`src/rtl/blkcopy_pkg.sv`:
```
`timescale 1ns/1ps
package blkcopy_pkg;
  localparam int AW    = 32;
  localparam int DW    = 32;
  localparam int CNT_W = 16;
  localparam int SH_W  = 5;
  localparam int ERR_W = 5;
  localparam int RA_W  = 8;
  localparam int DIR_BIT = 31;

  // register byte offsets
  localparam logic [RA_W-1:0] RG_SHIFT = 8'h00;
  localparam logic [RA_W-1:0] RG_BASE  = 8'h04;
  localparam logic [RA_W-1:0] RG_MSIZE = 8'h08;
  localparam logic [RA_W-1:0] RG_ICTL  = 8'h0C;
  localparam logic [RA_W-1:0] RG_BLK   = 8'h10;
  localparam logic [RA_W-1:0] RG_HOST  = 8'h14;
  localparam logic [RA_W-1:0] RG_CNT   = 8'h18;
  localparam logic [RA_W-1:0] RG_STAT  = 8'h2C;
  localparam logic [RA_W-1:0] RG_ISTAT = 8'h34;

  // status bit positions
  localparam int EB_BUSY  = 0;
  localparam int EB_BUS   = 1;
  localparam int EB_SMALL = 2;
  localparam int EB_RANGE = 3;
  localparam int EB_ALIGN = 4;

  localparam int WORD_BYTES = DW / 8;
  localparam int MIN_SHIFT  = $clog2(WORD_BYTES);

  typedef enum logic [1:0] {ST_IDLE, ST_RD, ST_WR} eng_state_t;

  function automatic logic [AW-1:0] blk_mask(input logic [SH_W-1:0] sh);
    return (AW'(1) << sh) - AW'(1);
  endfunction

  function automatic logic [AW-1:0] store_byte_addr(input logic [AW-1:0] base,
                                                    input logic [AW-1:0] blk,
                                                    input logic [SH_W-1:0] sh);
    return (base + blk) << sh;
  endfunction

  function automatic logic host_misaligned(input logic [AW-1:0] host,
                                           input logic [SH_W-1:0] sh);
    return |(host & blk_mask(sh));
  endfunction

  function automatic logic range_exceeded(input logic [AW-1:0] base,
                                          input logic [AW-1:0] blk,
                                          input logic [CNT_W-1:0] cnt,
                                          input logic [AW-1:0] msize);
    logic [AW+1:0] last;
    last = (AW+2)'(base) + (AW+2)'(blk) + (AW+2)'(cnt);
    return last > (AW+2)'(msize);
  endfunction
endpackage

```
`src/rtl/blkcopy_regs.sv`:
```
`timescale 1ns/1ps
module blkcopy_regs
  import blkcopy_pkg::*;
(
  input  logic             clk,
  input  logic             rst_n,
  input  logic             reg_wr,
  input  logic [RA_W-1:0]  reg_addr,
  input  logic [DW-1:0]    reg_wdata,
  output logic [DW-1:0]    reg_rdata,
  input  logic             active,
  input  logic [CNT_W-1:0] count,
  input  logic             dir,
  input  logic [ERR_W-1:0] status,
  input  logic             irq_en,
  input  logic             irq_pend,
  output logic [SH_W-1:0]  cfg_shift,
  output logic [AW-1:0]    cfg_base,
  output logic [AW-1:0]    cfg_msize,
  output logic [AW-1:0]    cfg_blk,
  output logic [AW-1:0]    cfg_host,
  output logic             cnt_wr,
  output logic             busy_err,
  output logic             ictl_wr,
  output logic [ERR_W-1:0] stat_clr
);
  logic guarded;
  logic wr_ok;

  always_comb begin
    guarded = (reg_addr == RG_SHIFT) || (reg_addr == RG_BASE) ||
              (reg_addr == RG_MSIZE) || (reg_addr == RG_BLK)  ||
              (reg_addr == RG_HOST)  || (reg_addr == RG_CNT);
    busy_err = reg_wr && guarded && active;
    wr_ok    = reg_wr && !(guarded && active);
    cnt_wr   = wr_ok && (reg_addr == RG_CNT);
    ictl_wr  = wr_ok && (reg_addr == RG_ICTL);
    stat_clr = (wr_ok && (reg_addr == RG_STAT)) ? reg_wdata[ERR_W-1:0] : '0;
  end

  always_ff @(posedge clk) begin
    if (!rst_n) begin
      cfg_shift <= '0;
      cfg_base  <= '0;
      cfg_msize <= '0;
      cfg_blk   <= '0;
      cfg_host  <= '0;
    end else if (wr_ok) begin
      case (reg_addr)
        RG_SHIFT: cfg_shift <= reg_wdata[SH_W-1:0];
        RG_BASE:  cfg_base  <= reg_wdata[AW-1:0];
        RG_MSIZE: cfg_msize <= reg_wdata[AW-1:0];
        RG_BLK:   cfg_blk   <= reg_wdata[AW-1:0];
        RG_HOST:  cfg_host  <= reg_wdata[AW-1:0];
        default: ;
      endcase
    end
  end

  always_comb begin
    reg_rdata = '0;
    case (reg_addr)
      RG_SHIFT: reg_rdata = DW'(cfg_shift);
      RG_BASE:  reg_rdata = cfg_base;
      RG_MSIZE: reg_rdata = cfg_msize;
      RG_ICTL:  reg_rdata = DW'(irq_en);
      RG_BLK:   reg_rdata = cfg_blk;
      RG_HOST:  reg_rdata = cfg_host;
      RG_CNT: begin
        reg_rdata[CNT_W-1:0] = count;
        reg_rdata[DIR_BIT]   = dir;
      end
      RG_STAT:  reg_rdata = DW'(status);
      RG_ISTAT: reg_rdata = DW'(irq_pend);
      default:  reg_rdata = '0;
    endcase
  end
endmodule

```
`src/rtl/blkcopy_engine.sv`:
```
`timescale 1ns/1ps
module blkcopy_engine
  import blkcopy_pkg::*;
(
  input  logic             clk,
  input  logic             rst_n,
  input  logic             cnt_wr,
  input  logic             cnt_dir,
  input  logic [CNT_W-1:0] cnt_val,
  input  logic             busy_err,
  input  logic [ERR_W-1:0] stat_clr,
  input  logic [SH_W-1:0]  cfg_shift,
  input  logic [AW-1:0]    cfg_base,
  input  logic [AW-1:0]    cfg_msize,
  input  logic [AW-1:0]    cfg_blk,
  input  logic [AW-1:0]    cfg_host,
  output logic             mem_req,
  output logic             mem_we,
  output logic [AW-1:0]    mem_addr,
  output logic [DW-1:0]    mem_wdata,
  input  logic             mem_ack,
  input  logic             mem_err,
  input  logic [DW-1:0]    mem_rdata,
  output logic             active,
  output logic [CNT_W-1:0] count,
  output logic             dir,
  output logic [ERR_W-1:0] status,
  output logic             done_evt,
  output logic             blk_evt
);
  eng_state_t       state_q;
  logic [CNT_W-1:0] count_q;
  logic             dir_q;
  logic [ERR_W-1:0] status_q;
  logic [AW-1:0]    src_q, dst_q, off_q;
  logic [SH_W-1:0]  sh_q;
  logic [DW-1:0]    buf_q;

  logic             start_req, launch, rd_ack, wr_ack, bus_err, wr_ok;
  logic [ERR_W-1:0] chk_err, err_set;
  logic [AW-1:0]    off_nx, saddr;

  always_comb begin
    start_req = cnt_wr && (cnt_val != '0);
    chk_err = '0;
    chk_err[EB_SMALL] = (cfg_shift < SH_W'(MIN_SHIFT));
    chk_err[EB_RANGE] = range_exceeded(cfg_base, cfg_blk, cnt_val, cfg_msize);
    chk_err[EB_ALIGN] = host_misaligned(cfg_host, cfg_shift);
    launch  = start_req && (chk_err == '0);
    saddr   = store_byte_addr(cfg_base, cfg_blk, cfg_shift);

    rd_ack  = (state_q == ST_RD) && mem_ack;
    wr_ack  = (state_q == ST_WR) && mem_ack;
    bus_err = (rd_ack || wr_ack) && mem_err;
    wr_ok   = wr_ack && !mem_err;
    off_nx  = off_q + AW'(WORD_BYTES);
    blk_evt = wr_ok && ((off_nx & blk_mask(sh_q)) == '0);
    done_evt = blk_evt && (count_q == CNT_W'(1));

    err_set = '0;
    if (start_req) err_set = chk_err;
    err_set[EB_BUSY] = busy_err;
    err_set[EB_BUS]  = bus_err;
  end

  always_ff @(posedge clk) begin
    if (!rst_n) begin
      state_q  <= ST_IDLE;
      count_q  <= '0;
      dir_q    <= 1'b0;
      status_q <= '0;
      src_q    <= '0;
      dst_q    <= '0;
      off_q    <= '0;
      sh_q     <= '0;
      buf_q    <= '0;
    end else begin
      status_q <= (status_q & ~stat_clr) | err_set;
      if (cnt_wr) begin
        count_q <= cnt_val;
        dir_q   <= cnt_dir;
      end
      case (state_q)
        ST_IDLE: if (launch) begin
          state_q <= ST_RD;
          off_q   <= '0;
          sh_q    <= cfg_shift;
          src_q   <= cnt_dir ? cfg_host : saddr;
          dst_q   <= cnt_dir ? saddr : cfg_host;
        end
        ST_RD: if (rd_ack) begin
          if (mem_err) state_q <= ST_IDLE;
          else begin
            buf_q   <= mem_rdata;
            state_q <= ST_WR;
          end
        end
        ST_WR: if (wr_ack) begin
          if (mem_err) state_q <= ST_IDLE;
          else begin
            off_q <= off_nx;
            if (blk_evt) count_q <= count_q - CNT_W'(1);
            state_q <= done_evt ? ST_IDLE : ST_RD;
          end
        end
        default: state_q <= ST_IDLE;
      endcase
    end
  end

  assign mem_req   = (state_q != ST_IDLE);
  assign mem_we    = (state_q == ST_WR);
  assign mem_addr  = ((state_q == ST_WR) ? dst_q : src_q) + off_q;
  assign mem_wdata = buf_q;
  assign active    = (state_q != ST_IDLE);
  assign count     = count_q;
  assign dir       = dir_q;
  assign status    = status_q;
endmodule

```
`src/rtl/blkcopy_irq.sv`:
```
`timescale 1ns/1ps
module blkcopy_irq (
  input  logic       clk,
  input  logic       rst_n,
  input  logic       ictl_wr,
  input  logic [1:0] ictl_wdata,
  input  logic       done_evt,
  input  logic       aux_irq,
  output logic       irq_en,
  output logic       irq_pend,
  output logic       irq_out
);
  always_ff @(posedge clk) begin
    if (!rst_n) begin
      irq_en   <= 1'b0;
      irq_pend <= 1'b0;
    end else begin
      if (ictl_wr) irq_en <= ictl_wdata[0];
      // a completion in the same cycle as a clear is kept
      if (done_evt)                       irq_pend <= 1'b1;
      else if (ictl_wr && ictl_wdata[1])  irq_pend <= 1'b0;
    end
  end

  assign irq_out = (irq_pend && irq_en) || aux_irq;
endmodule

```
`src/rtl/blkcopy_dma.sv`:
```
`timescale 1ns/1ps
module blkcopy_dma
  import blkcopy_pkg::*;
(
  input  logic            clk,
  input  logic            rst_n,
  input  logic            reg_wr,
  input  logic [RA_W-1:0] reg_addr,
  input  logic [DW-1:0]   reg_wdata,
  output logic [DW-1:0]   reg_rdata,
  output logic            mem_req,
  output logic            mem_we,
  output logic [AW-1:0]   mem_addr,
  output logic [DW-1:0]   mem_wdata,
  input  logic            mem_ack,
  input  logic            mem_err,
  input  logic [DW-1:0]   mem_rdata,
  input  logic            aux_irq,
  output logic            irq_out
);
  logic             eng_active, eng_dir, done_evt, blk_evt;
  logic [CNT_W-1:0] eng_count;
  logic [ERR_W-1:0] eng_status, stat_clr;
  logic             irq_en, irq_pend;
  logic [SH_W-1:0]  cfg_shift;
  logic [AW-1:0]    cfg_base, cfg_msize, cfg_blk, cfg_host;
  logic             cnt_wr, busy_err, ictl_wr;
  logic             irq_clr_evt;

  assign irq_clr_evt = ictl_wr && reg_wdata[1];

  blkcopy_regs u_regs (
    .clk(clk), .rst_n(rst_n),
    .reg_wr(reg_wr), .reg_addr(reg_addr), .reg_wdata(reg_wdata), .reg_rdata(reg_rdata),
    .active(eng_active), .count(eng_count), .dir(eng_dir), .status(eng_status),
    .irq_en(irq_en), .irq_pend(irq_pend),
    .cfg_shift(cfg_shift), .cfg_base(cfg_base), .cfg_msize(cfg_msize),
    .cfg_blk(cfg_blk), .cfg_host(cfg_host),
    .cnt_wr(cnt_wr), .busy_err(busy_err), .ictl_wr(ictl_wr), .stat_clr(stat_clr)
  );

  blkcopy_engine u_eng (
    .clk(clk), .rst_n(rst_n),
    .cnt_wr(cnt_wr), .cnt_dir(reg_wdata[DIR_BIT]), .cnt_val(reg_wdata[CNT_W-1:0]),
    .busy_err(busy_err), .stat_clr(stat_clr),
    .cfg_shift(cfg_shift), .cfg_base(cfg_base), .cfg_msize(cfg_msize),
    .cfg_blk(cfg_blk), .cfg_host(cfg_host),
    .mem_req(mem_req), .mem_we(mem_we), .mem_addr(mem_addr), .mem_wdata(mem_wdata),
    .mem_ack(mem_ack), .mem_err(mem_err), .mem_rdata(mem_rdata),
    .active(eng_active), .count(eng_count), .dir(eng_dir), .status(eng_status),
    .done_evt(done_evt), .blk_evt(blk_evt)
  );

  blkcopy_irq u_irq (
    .clk(clk), .rst_n(rst_n),
    .ictl_wr(ictl_wr), .ictl_wdata(reg_wdata[1:0]),
    .done_evt(done_evt), .aux_irq(aux_irq),
    .irq_en(irq_en), .irq_pend(irq_pend), .irq_out(irq_out)
  );
endmodule

```
`config.mk`:
```
export PLATFORM = sky130hd
export DESIGN_NAME = blkcopy_dma
export DESIGN_NICKNAME = d
export VERILOG_FILES = /design/src/rtl/blkcopy_pkg.sv /design/src/rtl/blkcopy_regs.sv /design/src/rtl/blkcopy_engine.sv /design/src/rtl/blkcopy_irq.sv /design/src/rtl/blkcopy_dma.sv
export SDC_FILE = /design/constraint.sdc
export NUM_CORES = 1
export LEC_CHECK = 0
export ABC_AREA = 1
export BUFFER_PORTS_ARGS = -buffer_cell sky130_fd_sc_hd__buf_4
export CORE_UTILIZATION = 63
export DETAILED_ROUTE_END_ITERATION = 7
export PLACE_DENSITY = 0.83
export SKIP_CTS_REPAIR_TIMING = 1
export SLEW_MARGIN = 20
export SYNTH_ARGS = -nofsm -noshare
export SYNTH_HDL_FRONTEND = slang
export SYNTH_HIERARCHICAL = 1
export SYNTH_SLANG_ARGS = --single-unit
```
`constraint.sdc`:
```
create_clock -name clk -period 6.2 [get_ports clk]
set_input_delay 0.62 -clock clk [delete_from_list [all_inputs] [get_ports clk]]
set_output_delay 0.62 -clock clk [all_outputs]
set_load 0.03 [all_outputs]
```
==> results of run 1 <==
[critical path: cells and delay by family (launching register included)]
kind,cells,cell delay (ns)
compound gates,5,1.08
xor+xnor,1,0.16
fa+ha+maj,4,1.42
buf+inv,2,0.31
flops,1,0.52
simple gates,21,2.05
[cells in the mapped netlist, types with 10 or more instances]
master / n / share of area [%]
a21oi_1: 198 / 3.9
a31oi_1: 10 / 0.25
buf_1: 37 / 0.55
buf_2: 35 / 0.69
clkbuf_1: 89 / 1.3
clkinv_1: 20 / 0.30
dfxtp_1: 290 / 23
fa_1: 32 / 2.5
ha_1: 130 / 6.4
inv_1: 646 / 9.6
inv_2: 20 / 0.30
nand2_1: 1132 / 17
nand3_1: 324 / 6.4
nand3b_1: 19 / 0.56
nand4_1: 161 / 4.0
nor2_1: 586 / 8.7
nor2_2: 15 / 0.37
nor3_1: 46 / 0.91
nor4_1: 11 / 0.27
o21ai_0: 209 / 4.1
o21ai_1: 42 / 0.83
o221ai_1: 23 / 0.79
o22ai_1: 26 / 0.64
xnor2_1: 18 / 0.62
xor2_1: 73 / 2.5
[sequential cells by signal (all words and copies together), names as in the netlist]
signal            count
u_eng/dst_q          32
u_eng/mem_wdata      32
u_eng/src_q          32
u_regs/cfg_base      32
u_regs/cfg_blk       32
u_regs/cfg_host      32
u_regs/cfg_msize     32
u_eng/off_q          30
u_eng/count          16
u_eng/sh_q            5
u_eng/status          5
u_regs/cfg_shift      5
u_eng/state_q         2
u_eng/dir             1
u_irq/irq_en          1
u_irq/irq_pend        1
[cell families (layout without fill, tap and decap cells)]
group                      count (synthesis)  in the layout  synth area share [%]
other                                      1              1                0.0148
xor gates and xnor gates                  91             91                  3.14
DFF                                      290            290                  22.9
buffers and inverters                    866            949                  13.4
muxes                                      6              6                 0.237
and+or+nand+nor                         2334           2334                  39.3
AOI/OAI and AO/OA                        559            559                  12.1
adders and majority gates                162            162                  8.93
[final timing paths]
path | start | to | slack, ns | cells after the start
setup / recovery | u_regs/cfg_blk[1]$_SDFFE_PN0P_ | u_eng/dst_q[2]$_SDFFE_PN0P_ | 0.45 | 33
hold reg to reg | u_eng/src_q[0]$_SDFFE_PN0P_ | u_eng/src_q[0]$_SDFFE_PN0P_ | 0.44 | 2
setup reg to reg | u_regs/cfg_blk[1]$_SDFFE_PN0P_ | u_eng/dst_q[2]$_SDFFE_PN0P_ | 0.45 | 33
hold / removal | mem_rdata[14] | u_eng/mem_wdata[14]$_SDFFE_PN0P_ | 0.27 | 3
[layer usage]
metal	wire length, um	part of all wire (%)
met1	36200	40
met5	0	0
met4	4810	5.3
met3	10300	11
met2	39500	44
[power by group]
part	total (mW)	switching [mW]	internal (mW)
logic	0.254	0.169	0.0851
clock network	2.11	0.881	1.23
registers	1.87	0.00353	1.87
[metrics by stage]
stage	hold WS, ns	cell area, um^2
detailed placement	0.429	26800
finish	0.268	28000
global route	0.263	28000
global placement	0.428	26800
CTS	0.249	28000
floorplan	0.418	25400
[area by class of cell]
type,count,area share (%)
clock buffers,46,3.45
multi-input cells,3153,57.9
well taps,525,2.35
inverters,687,9.23
repair buffers,202,5.57
clock inverters,14,0.685
flip-flops and latches,290,20.8
==> results by group, run 1 <==
Detailed routing
  – Total number of vias: 28736
  – DR WL/cell: 18.5 um
  – Remaining antenna violation count: 0
  – First-iteration detailed-routing DRC count: 3483
  – Via density: 5.84
  – Initial DRT Pass Iterations: 8
  – DRC Markers: 0
  – DRT Wirelength: 90.8 mm

STA
  – Setup violations, final: 0
  – Worst slew pin tran: 1.23 ns
  – Crit path time final: 5.75 ns
  – Fmax: 174 MHz
  – Final Hold Fails: 0
  – Max Slew Vio Count: 0
  – Slew HR: 17.7%
  – Worst Skew: 0.0272 ns
  – Setup TNS: 0 ns
  – Fin crit share: 92.8%
  – Final Worst Setup Slack: 0.449 ns
  – RSZ-0062 raised after global routing: false

Logic synthesis
  – Post-synthesis sequential area ratio: 22.9%
  – Post-synth EDFFs: 0
  – Flops & latches, synth: 290
  – Synth Instances: 4309
  – Main synth FF type: dfxtp_1
  – Yosys warns: 6
  – Synth Area per Inst: 5.89 um^2
  – Syn Std Cell Area: 25400 um^2
  – Syn_nets: 4549
  – Ys async rst share: 0%
  – Netlist cell types: 55

Setup path
  – Critical Path Slowest Stage Cell: dfxtp_1
  – CP Data Required Time: 6.62 ns
  – WP data arrival: 6.17 ns
  – CP max stage delay: 0.52 ns
  – Most frequent cell on the critical path: nand2_1
  – CP endpoint kind: flop
  – Critical path startpoint category: flop
  – Worst-path fanout max: 66
  – CP Class: flop to flop

Status
  – Status: finished clean

Clocking
  – CTS tree: done
  – Clk buf depth: 3
  – CTS H-tree depth: 2
  – Worst-path clk slew: 0.06 ns
  – Worst-Skew Late Latency: 0.58 ns
  – Num CTS Buffers: 34
  – Clk sink count: 290
  – Root Buffer: clkbuf_16

Die
  – Initial cell density of the core: 63.9%
  – Core area: 39700 um^2
  – Placement Rows: 73
  – Chip Height: 203 um
  – Die Area: 41100 um^2
  – # IOs: 177
  – Die width: 203 um

Global routing
  – GRT Residual Overflow: 0
  – Vias in the first global route: 25622
  – Total track usage: 43.2%
  – Initial antenna violation count: 1
  – First-pass GRT wire length: 140 mm
  – Met3 GRT Util: 8.52%
  – Met2 Use GR: 67.9%
  – Busiest grt layer: met2
  – Largest net degree at the start of global routing: 98
  – Grt met1 use: 56.1%

Worst hold path
  – Hold crit path type: input pin to flop

Finish
  – # diodes: 0
  – Post-Route Utilization: 70.4%
  – Most frequent cells in the layout: nand2_1, inv_1, nor2_1
  – Final Non-Filler Cells: 4917
  – Share of cells above drive strength 1: 7.54%
  – Sequential cell area: 5810 um^2
  – FILL cells: 3740
  – Multi-input gate area: 16200 um^2
  – Nets: 4608
  – Commonest non-fill, non-tap cell in the layout: nand2_1
  – Layout area overhead: 10.2%

Power and ir drop
  – Pwr/cell area: 152 nW/um^2
  – Total power: 4.24 mW
  – Worst IR drop on VDD: 0.249 mV
  – Leakage: 13.9 nW

Placement
  – Detailed placement HPWL: 68.2 mm
  – Final GP Congestion: 1.03
  – Pre-CTS WS: 0.365 ns
  – Post-Place Cells: 4857
  – PortBufs: 176

Job
  – Max-cap viol count: 0
No activity file was read; power rests on OpenSTA's default activity.
==> run 2: changes to the inputs <==
ABC_AREA = 0   (was 1)
CORE_UTILIZATION = 62   (was 63)
PLACE_DENSITY = 0.82   (was 0.83)
==> results by group, run 2 <==
Finish
  – Design Area, Final: 27600 um^2
  – FILL cells: 2891
  – Post-Route Utilization: 73.3%
  – Nets: 3441
  – Layout area overhead: 16.9%
  – # diodes: 0
  – Share of cells above drive strength 1: 19.4%
  – Most frequent cells in the layout: nand2_1, buf_4, dfxtp_1
  – Commonest non-fill, non-tap cell in the layout: nand2_1

Placement
  – Detailed placement HPWL: 63.5 mm
  – Placed cell area: 25600 um^2
  – PortBufs: 176
  – Pre-CTS WS: -0.610 ns
  – Final GP Congestion: 1.07

STA
  – RSZ-0062 raised after global routing: true
  – Final Worst Setup Slack: -0.168 ns
  – Crit path time final: 6.37 ns
  – Setup violations, final: 65
  – Hold_ws: 0.298 ns
  – Worst Skew: 0.0311 ns
  – Fin crit share: 103%
  – Worst slew pin tran: 1.13 ns
  – Final Hold Fails: 0
  – Fmax: 157 MHz
  – Max Slew Vio Count: 0
  – Slew HR: 24.9%

Logic synthesis
  – Synth Instances: 3054
  – Syn_nets: 3294
  – Yosys warns: 6
  – Top cells by count, synth: nand2_1, dfxtp_1, a21oi_1, nor2_1, o21ai_0
  – Top cells by area, synth: dfxtp_1, nand2_1, ha_1, a21oi_1, o21ai_0
  – Post-synthesis sequential area ratio: 24.6%
  – Main synth FF type: dfxtp_1
  – Ys async rst share: 0%
  – XOR/XNOR Fraction of Synth Area: 3.71%
  – Flops & latches, synth: 290
  – Simple-Gate Fraction of Synth Area: 21.5%
  – Post-synth EDFFs: 0
  – Synth Area in Compound Gates: 28.2%
  – Syn Std Cell Area: 23600 um^2
  – Netlist cell types: 107
  – Post-Synth Adder-Cell Area: 9.62%
  – Synth Area per Inst: 7.72 um^2
  – Mux cell area share after synthesis: 6.71%
  – Post-synth top area share: 24.6%
  – Most frequent cell after synthesis: nand2_1
  – Synth area leader: dfxtp_1
  – Combinational family with the most area after synthesis: compound AO/OA/AOI/OAI gates

Die
  – Die Area: 38800 um^2
  – # IOs: 177
  – Placement Rows: 71
  – Initial cell density of the core: 62.7%
  – Die width: 197 um
  – Chip Height: 197 um
  – Core area: 37600 um^2

Detailed routing
  – DR WL/cell: 23.8 um
  – Initial DRT Pass Iterations: 8
  – Via density: 6.85
  – DRC Markers: 23
  – Remaining antenna violation count: 0
  – Total number of vias: 25596
  – First-iteration detailed-routing DRC count: 2876
  – DRT Wirelength: 89.1 mm

Clocking
  – CTS tree: done
  – Clk buf depth: 3
  – Worst-path clk slew: 0.06 ns
  – Root Buffer: clkbuf_16
  – CTS H-tree depth: 2
  – Worst-Skew Late Latency: 0.57 ns
  – Num CTS Buffers: 34
  – Clk sink count: 290

Power and ir drop
  – Total power: 4.23 mW
  – Leakage: 11.2 nW
  – Worst IR drop on VDD: 0.202 mV
  – Pwr/cell area: 154 nW/um^2

Setup path
  – CP endpoint kind: flop
  – WP data arrival: 6.79 ns
  – CP Buf/Inv Count: 5
  – CP max stage delay: 0.50 ns
  – CP Data Required Time: 6.63 ns
  – Worst-path fanout max: 14
  – Critical Path Slowest Stage Cell: fa_1
  – Most frequent cell on the critical path: buf_6
  – CP Class: flop to flop
  – Delay-heaviest family, CP: compound AO/OA/AOI/OAI gates
  – Critical path startpoint category: flop

Status
  – Status: finished, violations left
  – Violated checks: DRC, setup timing

Global routing
  – GRT Residual Overflow: 0
  – First-pass GRT wire length: 130 mm
  – Vias in the first global route: 23192
  – Total track usage: 42.7%
  – Largest net degree at the start of global routing: 209
  – Initial antenna violation count: 0

Job
  – Max-cap viol count: 0

Worst hold path
  – Hold crit path type: input pin to flop
-- run 2: area by class of cell --
class	instances	area, um^2	share of cell area, %
sequential	290	5810	21.1
tap	511	639	2.32
multi-input combinational	2457	16800	61.1
timing repair buffer	334	2810	10.2
inverter	84	323	1.17
clock buffer	46	956	3.47
clock inverter	16	189	0.686
-- run 2: metal layers --
layer / wire (um) / share of wire, % / track usage [%] / vias up
met1: 33700 / 38 / 52.8 / 12137
met3: 8980 / 10 / 8.04 / 393
met4: 5690 / 6.4 / 25.2 / 0
met2: 40800 / 46 / 69.2 / 1605
li1: - / - / - / 11461
met5: 0 / 0 / 0 / -
-- run 2: path summary, 6_finish.rpt --
kind	end	from	depth (start not counted)	slack (ns)
worst min register to register	u_eng/mem_wdata[22]$_SDFFE_PN0P_	u_eng/mem_wdata[22]$_SDFFE_PN0P_	2	0.46
worst max-delay path	u_eng/dst_q[7]$_SDFFE_PN0P_	u_regs/cfg_blk[4]$_SDFFE_PN0P_	27	-0.17
worst max register to register	u_eng/dst_q[7]$_SDFFE_PN0P_	u_regs/cfg_blk[4]$_SDFFE_PN0P_	27	-0.17
worst min-delay path	u_eng/mem_wdata[7]$_SDFFE_PN0P_	mem_rdata[7]	3	0.30
-- run 2: through the flow --
stage,setup TNS (ns),instances
after floorplan,0,3054
after global placement,-33.89,3650
after detailed placement,-49.60,3650
after CTS,-21.95,3712
after global routing,-22.12,3738
final,-5.58,3738
-- run 2: cells by family (layout without fill, tap and decap cells) --
logic type | after synthesis | count (layout)
XOR/XNOR | 100 | 100
multiplexers | 141 | 141
flip-flops | 290 | 290
adder cells (fa/ha/maj) | 162 | 162
buffers and inverters | 307 | 480
other | 1 | 1
AND/OR/NAND/NOR | 1088 | 1088
AO/OA/AOI/OAI | 965 | 965
-- run 2: where the power goes --
group | leakage (nW) | switching, mW | total [mW] | internal, mW
clock network | 0.556 | 0.870 | 2.09 | 1.22
logic | 8.26 | 0.173 | 0.273 | 0.101
registers | 2.34 | 0.00199 | 1.87 | 1.86
total | 11.2 | 1.04 | 4.23 | 3.19
-- run 2: worst reg2reg max path, delay by kind of cell, from the launching register on --
family	cells	cell delay [ns]
AND/OR/NAND/NOR	2	0.48
flip-flops	1	0.33
AO/OA/AOI/OAI	16	3.41
XOR/XNOR	1	0.18
buffers and inverters	5	0.75
adder cells (fa/ha/maj)	3	1.07
